==> config.mk <==
export PLATFORM = sky130hd
export DESIGN_NAME = adc_cal_seq
export DESIGN_NICKNAME = d
export VERILOG_FILES = /design/src/rtl/adc_cal_seq_pkg.sv /design/src/rtl/adc_cal_seq_reqflt.sv /design/src/rtl/adc_cal_seq_lensel.sv /design/src/rtl/adc_cal_seq.sv
export SDC_FILE = /design/constraint.sdc
export NUM_CORES = 1
export LEC_CHECK = 0
export ABC_AREA = 0
export CAP_MARGIN = 20
export CORE_AREA = 2 2 61 63
export CTS_CLUSTER_SIZE = 16
export DETAILED_ROUTE_END_ITERATION = 8
export DIE_AREA = 0 0 63 65
export DONT_BUFFER_PORTS = 1
export SETUP_SLACK_MARGIN = 0.02
export SLEW_MARGIN = 20
export SYNTH_ARGS = -nofsm -noshare
export SYNTH_HDL_FRONTEND = slang
export SYNTH_SLANG_ARGS = --single-unit
==> constraint.sdc <==
create_clock -name clk -period 4.5 [get_ports clk]
set_clock_uncertainty 0.05 [all_clocks]
set_input_delay 0.9 -clock clk [delete_from_list [all_inputs] [get_ports clk]]
set_output_delay 0.9 -clock clk [all_outputs]
set_load 0.05 [all_outputs]
==> src/rtl/adc_cal_seq_pkg.sv <==
package adc_cal_seq_pkg;
  typedef enum logic [1:0] {
    PH_SETTLE = 2'd0,
    PH_CAL    = 2'd1,
    PH_LAG    = 2'd2,
    PH_RUN    = 2'd3
  } seq_phase_e;
endpackage

==> src/rtl/adc_cal_seq_reqflt.sv <==
// Qualifies a calibration request: high on two consecutive edges after being low.
module adc_cal_seq_reqflt (
  input  logic clk,
  input  logic rst,
  input  logic req,
  output logic accept
);
  logic req_d1;
  logic req_d2;

  always_ff @(posedge clk) begin
    if (rst) begin
      req_d1 <= 1'b0;
      req_d2 <= 1'b0;
    end else begin
      req_d1 <= req;
      req_d2 <= req_d1;
    end
  end

  assign accept = req & req_d1 & ~req_d2;
endmodule

==> src/rtl/adc_cal_seq_lensel.sv <==
// Picks the terminal count (length minus one) of the calibration window.
module adc_cal_seq_lensel #(
  parameter int LONG_CYC  = 8192,
  parameter int SHORT_CYC = 512,
  parameter int CW        = 16
) (
  input  logic          uni,
  output logic [CW-1:0] last_idx
);
  localparam int UNI_LEN = 3 * LONG_CYC + 2 * SHORT_CYC;
  localparam int BIP_LEN = 4 * LONG_CYC + 3 * SHORT_CYC;
  localparam logic [CW-1:0] UNI_LAST = CW'(UNI_LEN - 1);
  localparam logic [CW-1:0] BIP_LAST = CW'(BIP_LEN - 1);

  assign last_idx = uni ? UNI_LAST : BIP_LAST;
endmodule

==> src/rtl/adc_cal_seq.sv <==
module adc_cal_seq
  import adc_cal_seq_pkg::*;
#(
  parameter int LONG_CYC    = 8192,
  parameter int SHORT_CYC   = 512,
  parameter int LAG_CYC     = 64,
  parameter int DRDY_PERIOD = 64
) (
  input  logic clk,
  input  logic rst,
  input  logic cal_req,
  input  logic sync_n,
  input  logic uni_mode,
  output logic data_valid,
  output logic drdy,
  output logic cal_busy,
  output logic cal_lag
);
  localparam int BIP_LEN    = 4 * LONG_CYC + 3 * SHORT_CYC;
  localparam int SETTLE_LEN = LONG_CYC + LAG_CYC;
  localparam int MAX_LEN    = (BIP_LEN > SETTLE_LEN) ? BIP_LEN : SETTLE_LEN;
  localparam int CW         = $clog2(MAX_LEN + 1);
  localparam logic [CW-1:0] SETTLE_LAST = CW'(SETTLE_LEN - 1);
  localparam logic [CW-1:0] LAG_LAST    = CW'(LAG_CYC - 1);
  localparam logic [CW-1:0] WORD_LAST   = CW'(DRDY_PERIOD - 1);
  localparam logic [CW-1:0] ONE         = CW'(1);

  seq_phase_e    phase;
  logic [CW-1:0] cnt;
  logic [CW-1:0] cal_last_q;
  logic [CW-1:0] cal_last_sel;
  logic          req_ok;

  adc_cal_seq_reqflt u_reqflt (
    .clk    (clk),
    .rst    (rst),
    .req    (cal_req),
    .accept (req_ok)
  );

  adc_cal_seq_lensel #(
    .LONG_CYC  (LONG_CYC),
    .SHORT_CYC (SHORT_CYC),
    .CW        (CW)
  ) u_lensel (
    .uni      (uni_mode),
    .last_idx (cal_last_sel)
  );

  always_ff @(posedge clk) begin
    if (rst) begin
      phase      <= PH_SETTLE;
      cnt        <= '0;
      cal_last_q <= '0;
    end else if (!sync_n) begin
      phase <= PH_SETTLE;
      cnt   <= '0;
    end else begin
      unique case (phase)
        PH_SETTLE: begin
          if (req_ok) begin
            phase      <= PH_CAL;
            cnt        <= '0;
            cal_last_q <= cal_last_sel;
          end else if (cnt == SETTLE_LAST) begin
            phase <= PH_RUN;
            cnt   <= '0;
          end else begin
            cnt <= cnt + ONE;
          end
        end
        PH_CAL: begin
          if (cnt == cal_last_q) begin
            phase <= PH_LAG;
            cnt   <= '0;
          end else begin
            cnt <= cnt + ONE;
          end
        end
        PH_LAG: begin
          if (cnt == LAG_LAST) begin
            phase <= PH_RUN;
            cnt   <= '0;
          end else begin
            cnt <= cnt + ONE;
          end
        end
        PH_RUN: begin
          if (req_ok) begin
            phase      <= PH_CAL;
            cnt        <= '0;
            cal_last_q <= cal_last_sel;
          end else if (cnt == WORD_LAST) begin
            cnt <= '0;
          end else begin
            cnt <= cnt + ONE;
          end
        end
        default: begin
          phase <= PH_SETTLE;
          cnt   <= '0;
        end
      endcase
    end
  end

  // Outputs decode registered state only; no input reaches them combinationally.
  assign data_valid = (phase == PH_RUN);
  assign drdy       = (phase == PH_RUN) && (cnt == '0);
  assign cal_busy   = (phase == PH_CAL);
  assign cal_lag    = (phase == PH_LAG);
endmodule

==> results of run 1 <==
==> Yosys cell counts <==
cell type,number
a211oi_1,1
a21oi_1,4
a22oi_1,1
a31oi_1,1
a41oi_1,1
and3_1,4
and4b_1,1
buf_4,1
dfxtp_1,23
ha_1,8
inv_1,6
mux2i_1,2
nand2_1,6
nand2b_1,1
nand3_1,5
nand3b_1,1
nand4_1,5
nor2_1,25
nor2b_1,3
nor3_1,7
nor3b_1,1
nor4_1,1
nor4bb_1,1
o211ai_1,1
o21ai_0,4
o21ai_2,1
o2bb2ai_2,1
or3_1,3
or4_1,2
xnor2_1,7
xor2_1,5
==> worst max path at each step <==
stage,end,cells past startpoint
2_1_floorplan,drdy,3
3_3_place_gp,drdy,3
3_5_place_dp,drdy,3
4_1_cts,drdy,3
5_1_grt,drdy,3
6_report,drdy,3
==> logic make-up after synthesis <==
family,count (synthesis),share of synthesized area
flip-flops,23,0.400
multiplexers,2,0.0174
buffers and inverters,7,0.0261
AND/OR/NAND/NOR,66,0.289
adder cells (fa/ha/maj),8,0.0871
AO/OA/AOI/OAI,15,0.0882
XOR/XNOR,12,0.0914
==> per-stage QoR <==
stage	hold WS [ns]	util	power (mW)	std cells
5_1_grt	0.447	0.353	0.357	184
2_1_floorplan	0.389	-	0.240	133
6_report	0.432	0.353	0.337	184
3_3_place_gp	0.401	0.345	0.245	180
3_5_place_dp	0.411	0.345	0.246	180
4_1_cts	0.431	0.353	0.344	184
==> routing by layer <==
| metal | track usage | up-vias |
|---|---|---|
| li1 | - | 469 |
| met1 | 0.140 | 424 |
| met2 | 0.201 | 15 |
| met3 | 0.0451 | 2 |
| met4 | 0.0417 | 0 |
| met5 | 0 | - |
==> power breakdown <==
part,internal (mW),switching [mW]
combinational,0.0111,0.0192
sequential,0.207,0.00333
clock,0.0332,0.0631
==> flip-flops by register name (all words and copies together) (netlist names) <==
| signal | cells |
|---|---|
| cal_last_q | 3 |
| cnt | 16 |
| phase | 2 |
| u_reqflt.req_d1 | 1 |
| u_reqflt.req_d2 | 1 |
==> worst max-delay path, cell delays in order, from the launching register on <==
cell and delay, ns:
dfxtp_1 0.42, ha_1 0.60, nand3_1 0.17, nor3_2 0.69
==> layout make-up <==
class | count | area share
clock inverters | 1 | 0.00405
inverters | 6 | 0.0182
multi-input cells | 103 | 0.538
clock buffers | 3 | 0.0182
flip-flops and latches | 23 | 0.373
well taps | 48 | 0.0486
==> results by group, run 1 <==
Clock tree
  • # resized after CTS: 0
  • Max clock buf depth: 2
  • CTS buffer count: 3
  • Root Driver: clkbuf_4
  • CTS sink cnt: 23
  • Worst skew pair latency: 0.31 ns
  • CTS clk-pin slew, worst paths: 0.13 ns
  • Post-CTS setup buffers: 0
  • TritonCTS clock tree: done
  • CTS HTree Levels: 1
  • CTS Hold Bufs: 0

Logic synthesis
  • Count of state elements after synthesis: 23
  • Syn Inst Count: 133
  • Register area share after synthesis: 0.400
  • Post-synth top area cell: dfxtp_1
  • Mapped Area: 0.00115 mm^2
  • Post-Synthesis Net Count: 146
  • Mean Syn Cell Area: 8.65 um^2
  • Synth top area share: 0.400
  • Synth top area cells: dfxtp_1 (40%), ha_1 (8.7%), nor2_1 (8.2%)
  • Yosys warnings: 0
  • Synth unique cells: 31

Detailed routing
  • DR top layer: met4
  • Routed vias/inst: 4.95
  • Post-Route WL: 2160 um
  • DRC errors left: 0
  • Detail Route Antenna Nets: 0
  • Via count: 910
  • Met2 wire len: 1010 um
  • Met1 WL: 1020 um
  • Routed wire length per instance: 11.7 um
  • Metal3 WL: 110 um
  • Pre-antenna DRT Iters: 4
  • Initial DRC count: 43

Cells and area
  • Layout cells sized above 1: 0.0515
  • Fillers: 373
  • P&R area growth vs syn: 7.40%
  • Diode count: 0
  • Fin nets: 150
  • FF+latch area: 460 um^2
  • Most frequent cells in the layout: nor2_1 (25), dfxtp_1 (23), ha_1 (8)
  • Multi-input logic area: 664 um^2
  • Most common cell after layout, fill and taps aside: nor2_1
  • Final non-filler cell area: 0.00123 mm^2

Worst setup path
  • Worst r2r src: cnt[4]
  • Worst setup EP type: primary output
  • Worst reg-to-reg setup slack: 2.13 ns
  • CP arrival: 2.20 ns
  • Critical path launch point type: flop
  • Worst R2R End: cnt[11]
  • Crit path max fanout: 5
  • Cells on worst reg2reg path: 6
  • Setup CP Type: reg2out
  • Crit path from: phase[0]
  • Critical Path RT: 3.55 ns

Power
  • VDD IR-drop max: 0.129 mV
  • PwrDens: 273 mW/mm^2
  • Leak: 0.440 nW

Floorplanning
  • Die area: 0.00410 mm^2
  • Die W: 63 um
  • Io pins: 9
  • Die Height: 65 um
  • Initial Utilization: 0.329
  • Core area: 0.00350 mm^2
  • Row Count: 22

Worst hold path
  • Min-delay src: u_reqflt.req_d1
  • Hold EP: u_reqflt.req_d2
  • Hold Path Class: reg2reg
  • Hold depth: 1

Timing
  • Worst slew pin tran: 0.877 ns
  • Fin. Hold Viols: 0
  • Final Max Tran Viols: 0
  • Worst slew margin: 0.412
  • Final setup fails: 0
  • Fin Setup TNS: 0 ns
  • RSZ-0062 raised after global routing: false
  • Post-layout min period: 3.15 ns
  • Final period utilization: 0.699
  • Max Freq: 318 MHz
  • Fin worst setup slack: 1.35 ns

Global route
  • Largest net degree at the start of global routing: 17
  • Total GRT Usage: 0.120
  • Congestion Overflow GR: 0
  • Antenna violations before repair: 0
  • First-pass GRT wire length: 3920 um
  • Vias in the first global route: 862

Placement
  • Post-Place Setup Slack: 1.71 ns
  • PortBufs: 0
  • Dpl cell area: 0.00121 mm^2
  • Dpl hpwl: 1610 um
  • Gp weighted congestion: 0.815

Status
  • Status: completed

Run
  • Max_cap viols: 0
Power figures use the tool's default switching activity.
==> run 2: changes to the inputs <==
==> constraint.sdc (replaced) <==
create_clock -name clk -period 2.5 [get_ports clk]
set_clock_uncertainty 0.05 [all_clocks]
set_input_delay 0.5 -clock clk [delete_from_list [all_inputs] [get_ports clk]]
set_output_delay 0.5 -clock clk [all_outputs]
set_load 0.05 [all_outputs]
==> run 2 against run 1 <==
Combinational power rose by 93%; non-clock buffer count increased by 5; routed wire length is 8.1% higher; global-route usage increased by 1.1 points; via count rose by 4.8%; flip-flop and latch count unchanged; sequential power up 80%; die area is the same; utilization up 1.0 points; hold slack lost 0.25 ns; sequential share of layout area fell by 1.1 points.
==> results by group, run 2 (synthesis results as in run 1) <==
Floorplanning
  • Die W: 63 um
  • Core area: 0.00350 mm^2
  • Row Count: 22
  • Initial Utilization: 0.329
  • Die area: 0.00410 mm^2
  • Io pins: 9
  • Die Height: 65 um

Clock tree
  • # resized after CTS: 0
  • Root Driver: clkbuf_4
  • Worst skew pair latency: 0.32 ns
  • Post-CTS setup buffers: 0
  • CTS Hold Bufs: 0
  • TritonCTS clock tree: done
  • CTS clk-pin slew, worst paths: 0.12 ns
  • CTS HTree Levels: 1
  • CTS buffer count: 3
  • Max clock buf depth: 2
  • CTS sink cnt: 23

Run
  • Max_cap viols: 0

Worst setup path
  • CP arrival: 1.70 ns
  • Setup CP Type: reg2out
  • Crit path max fanout: 5
  • Critical path launch point type: flop
  • Critical Path RT: 1.95 ns
  • Worst reg-to-reg setup slack: 0.33 ns
  • Worst setup EP type: primary output

Cells and area
  • Largest register FFs: 16
  • Fin nets: 155
  • Most frequent cells in the layout: nor2_1 (25), dfxtp_1 (23), ha_1 (8)
  • P&R area growth vs syn: 10.6%
  • Diode count: 0
  • Biggest regs: cnt x16, cal_last_q x3, phase x2
  • Finished Layout Cells: 189
  • Reg with most FFs: cnt
  • Layout cells sized above 1: 0.0780
  • Fillers: 358
  • Most common cell after layout, fill and taps aside: nor2_1

Power
  • Leak: 0.463 nW
  • PwrDens: 479 mW/mm^2
  • VDD IR-drop max: 0.183 mV

Detailed routing
  • Pre-antenna DRT Iters: 4
  • Routed wire length per instance: 12.3 um
  • Routed vias/inst: 5.05
  • Detail Route Antenna Nets: 0
  • Initial DRC count: 57
  • Post-Route WL: 2330 um
  • Via count: 954
  • DRC errors left: 0

Timing
  • RSZ-0062 raised after global routing: false
  • Final setup fails: 0
  • Max Freq: 445 MHz
  • Fin Setup TNS: 0 ns
  • Post-layout min period: 2.25 ns
  • Final period utilization: 0.899
  • Final Max Tran Viols: 0
  • Worst slew margin: 0.647
  • Fin. Hold Viols: 0
  • Worst slew pin tran: 0.529 ns

Status
  • Status: completed

Global route
  • Vias in the first global route: 972
  • Largest net degree at the start of global routing: 17
  • Congestion Overflow GR: 0
  • Antenna violations before repair: 0
  • First-pass GRT wire length: 4300 um
  • Total GRT Usage: 0.131

Placement
  • Dpl hpwl: 1760 um
  • Placed cell count: 185
  • PortBufs: 0
  • Gp weighted congestion: 0.762

Worst hold path
  • Hold Path Class: in2reg
==> run 2: cell types whose count changed in the layout (fill, tap and decap cells not counted) <==
cell and change:
buf_4 +5, clkbuf_1 +1, clkinv_2 -1
==> run 2: worst paths after layout <==
| check | startpoint | endpoint | cells past startpoint |
|---|---|---|---|
| min reg2reg | u_reqflt.req_d1 | u_reqflt.req_d2 | 1 |
| max reg2reg | cnt[4] | phase[1] | 6 |
| min | rst | u_reqflt.req_d2 | 1 |
| max | cnt[10] | drdy | 4 |
==> run 2: area by class of cell <==
class	count	area [um^2]	share of cell area
inverter	6	22.5	0.0177
multi-input combinational	103	664	0.523
sequential	23	460	0.362
clock buffer	4	26.3	0.0207
tap	48	60.1	0.0472
timing repair buffer	5	37.5	0.0295
==> run 2: report_power, final <==
group | switching, mW | internal, mW
Clock | 0.109 | 0.0625
Combinational | 0.0355 | 0.0229
Sequential | 0.00626 | 0.373
Total | 0.150 | 0.458
==> run 2: critical path, cell delays in order, from the launching register on <==
cell and delay, ns:
dfxtp_1 0.38, nor4_1 0.43, nand3_1 0.15, nor3_2 0.20, buf_4 0.22
==> run 2: through the flow <==
step | total power, mW | hold WS (ns) | setup WS, ns | instance area [um^2] | utilization
2_1_floorplan | 0.433 | 0.389 | 0.257 | 1150 | -
3_3_place_gp | 0.444 | 0.402 | 0.440 | 1240 | 0.356
3_5_place_dp | 0.446 | 0.410 | 0.381 | 1240 | 0.356
4_1_cts | 0.613 | 0.182 | 0.274 | 1270 | 0.364
5_1_grt | 0.637 | 0.170 | 0.177 | 1270 | 0.364
6_report | 0.609 | 0.185 | 0.253 | 1270 | 0.364
==> run 2: layer usage <==
layer  up-vias  track usage  wire length, um
met5         -            0                0
met3         5       0.0139               67
met4         0       0.0750               62
met1       446        0.157             1070
li1        483            -                -
met2        20        0.229             1130
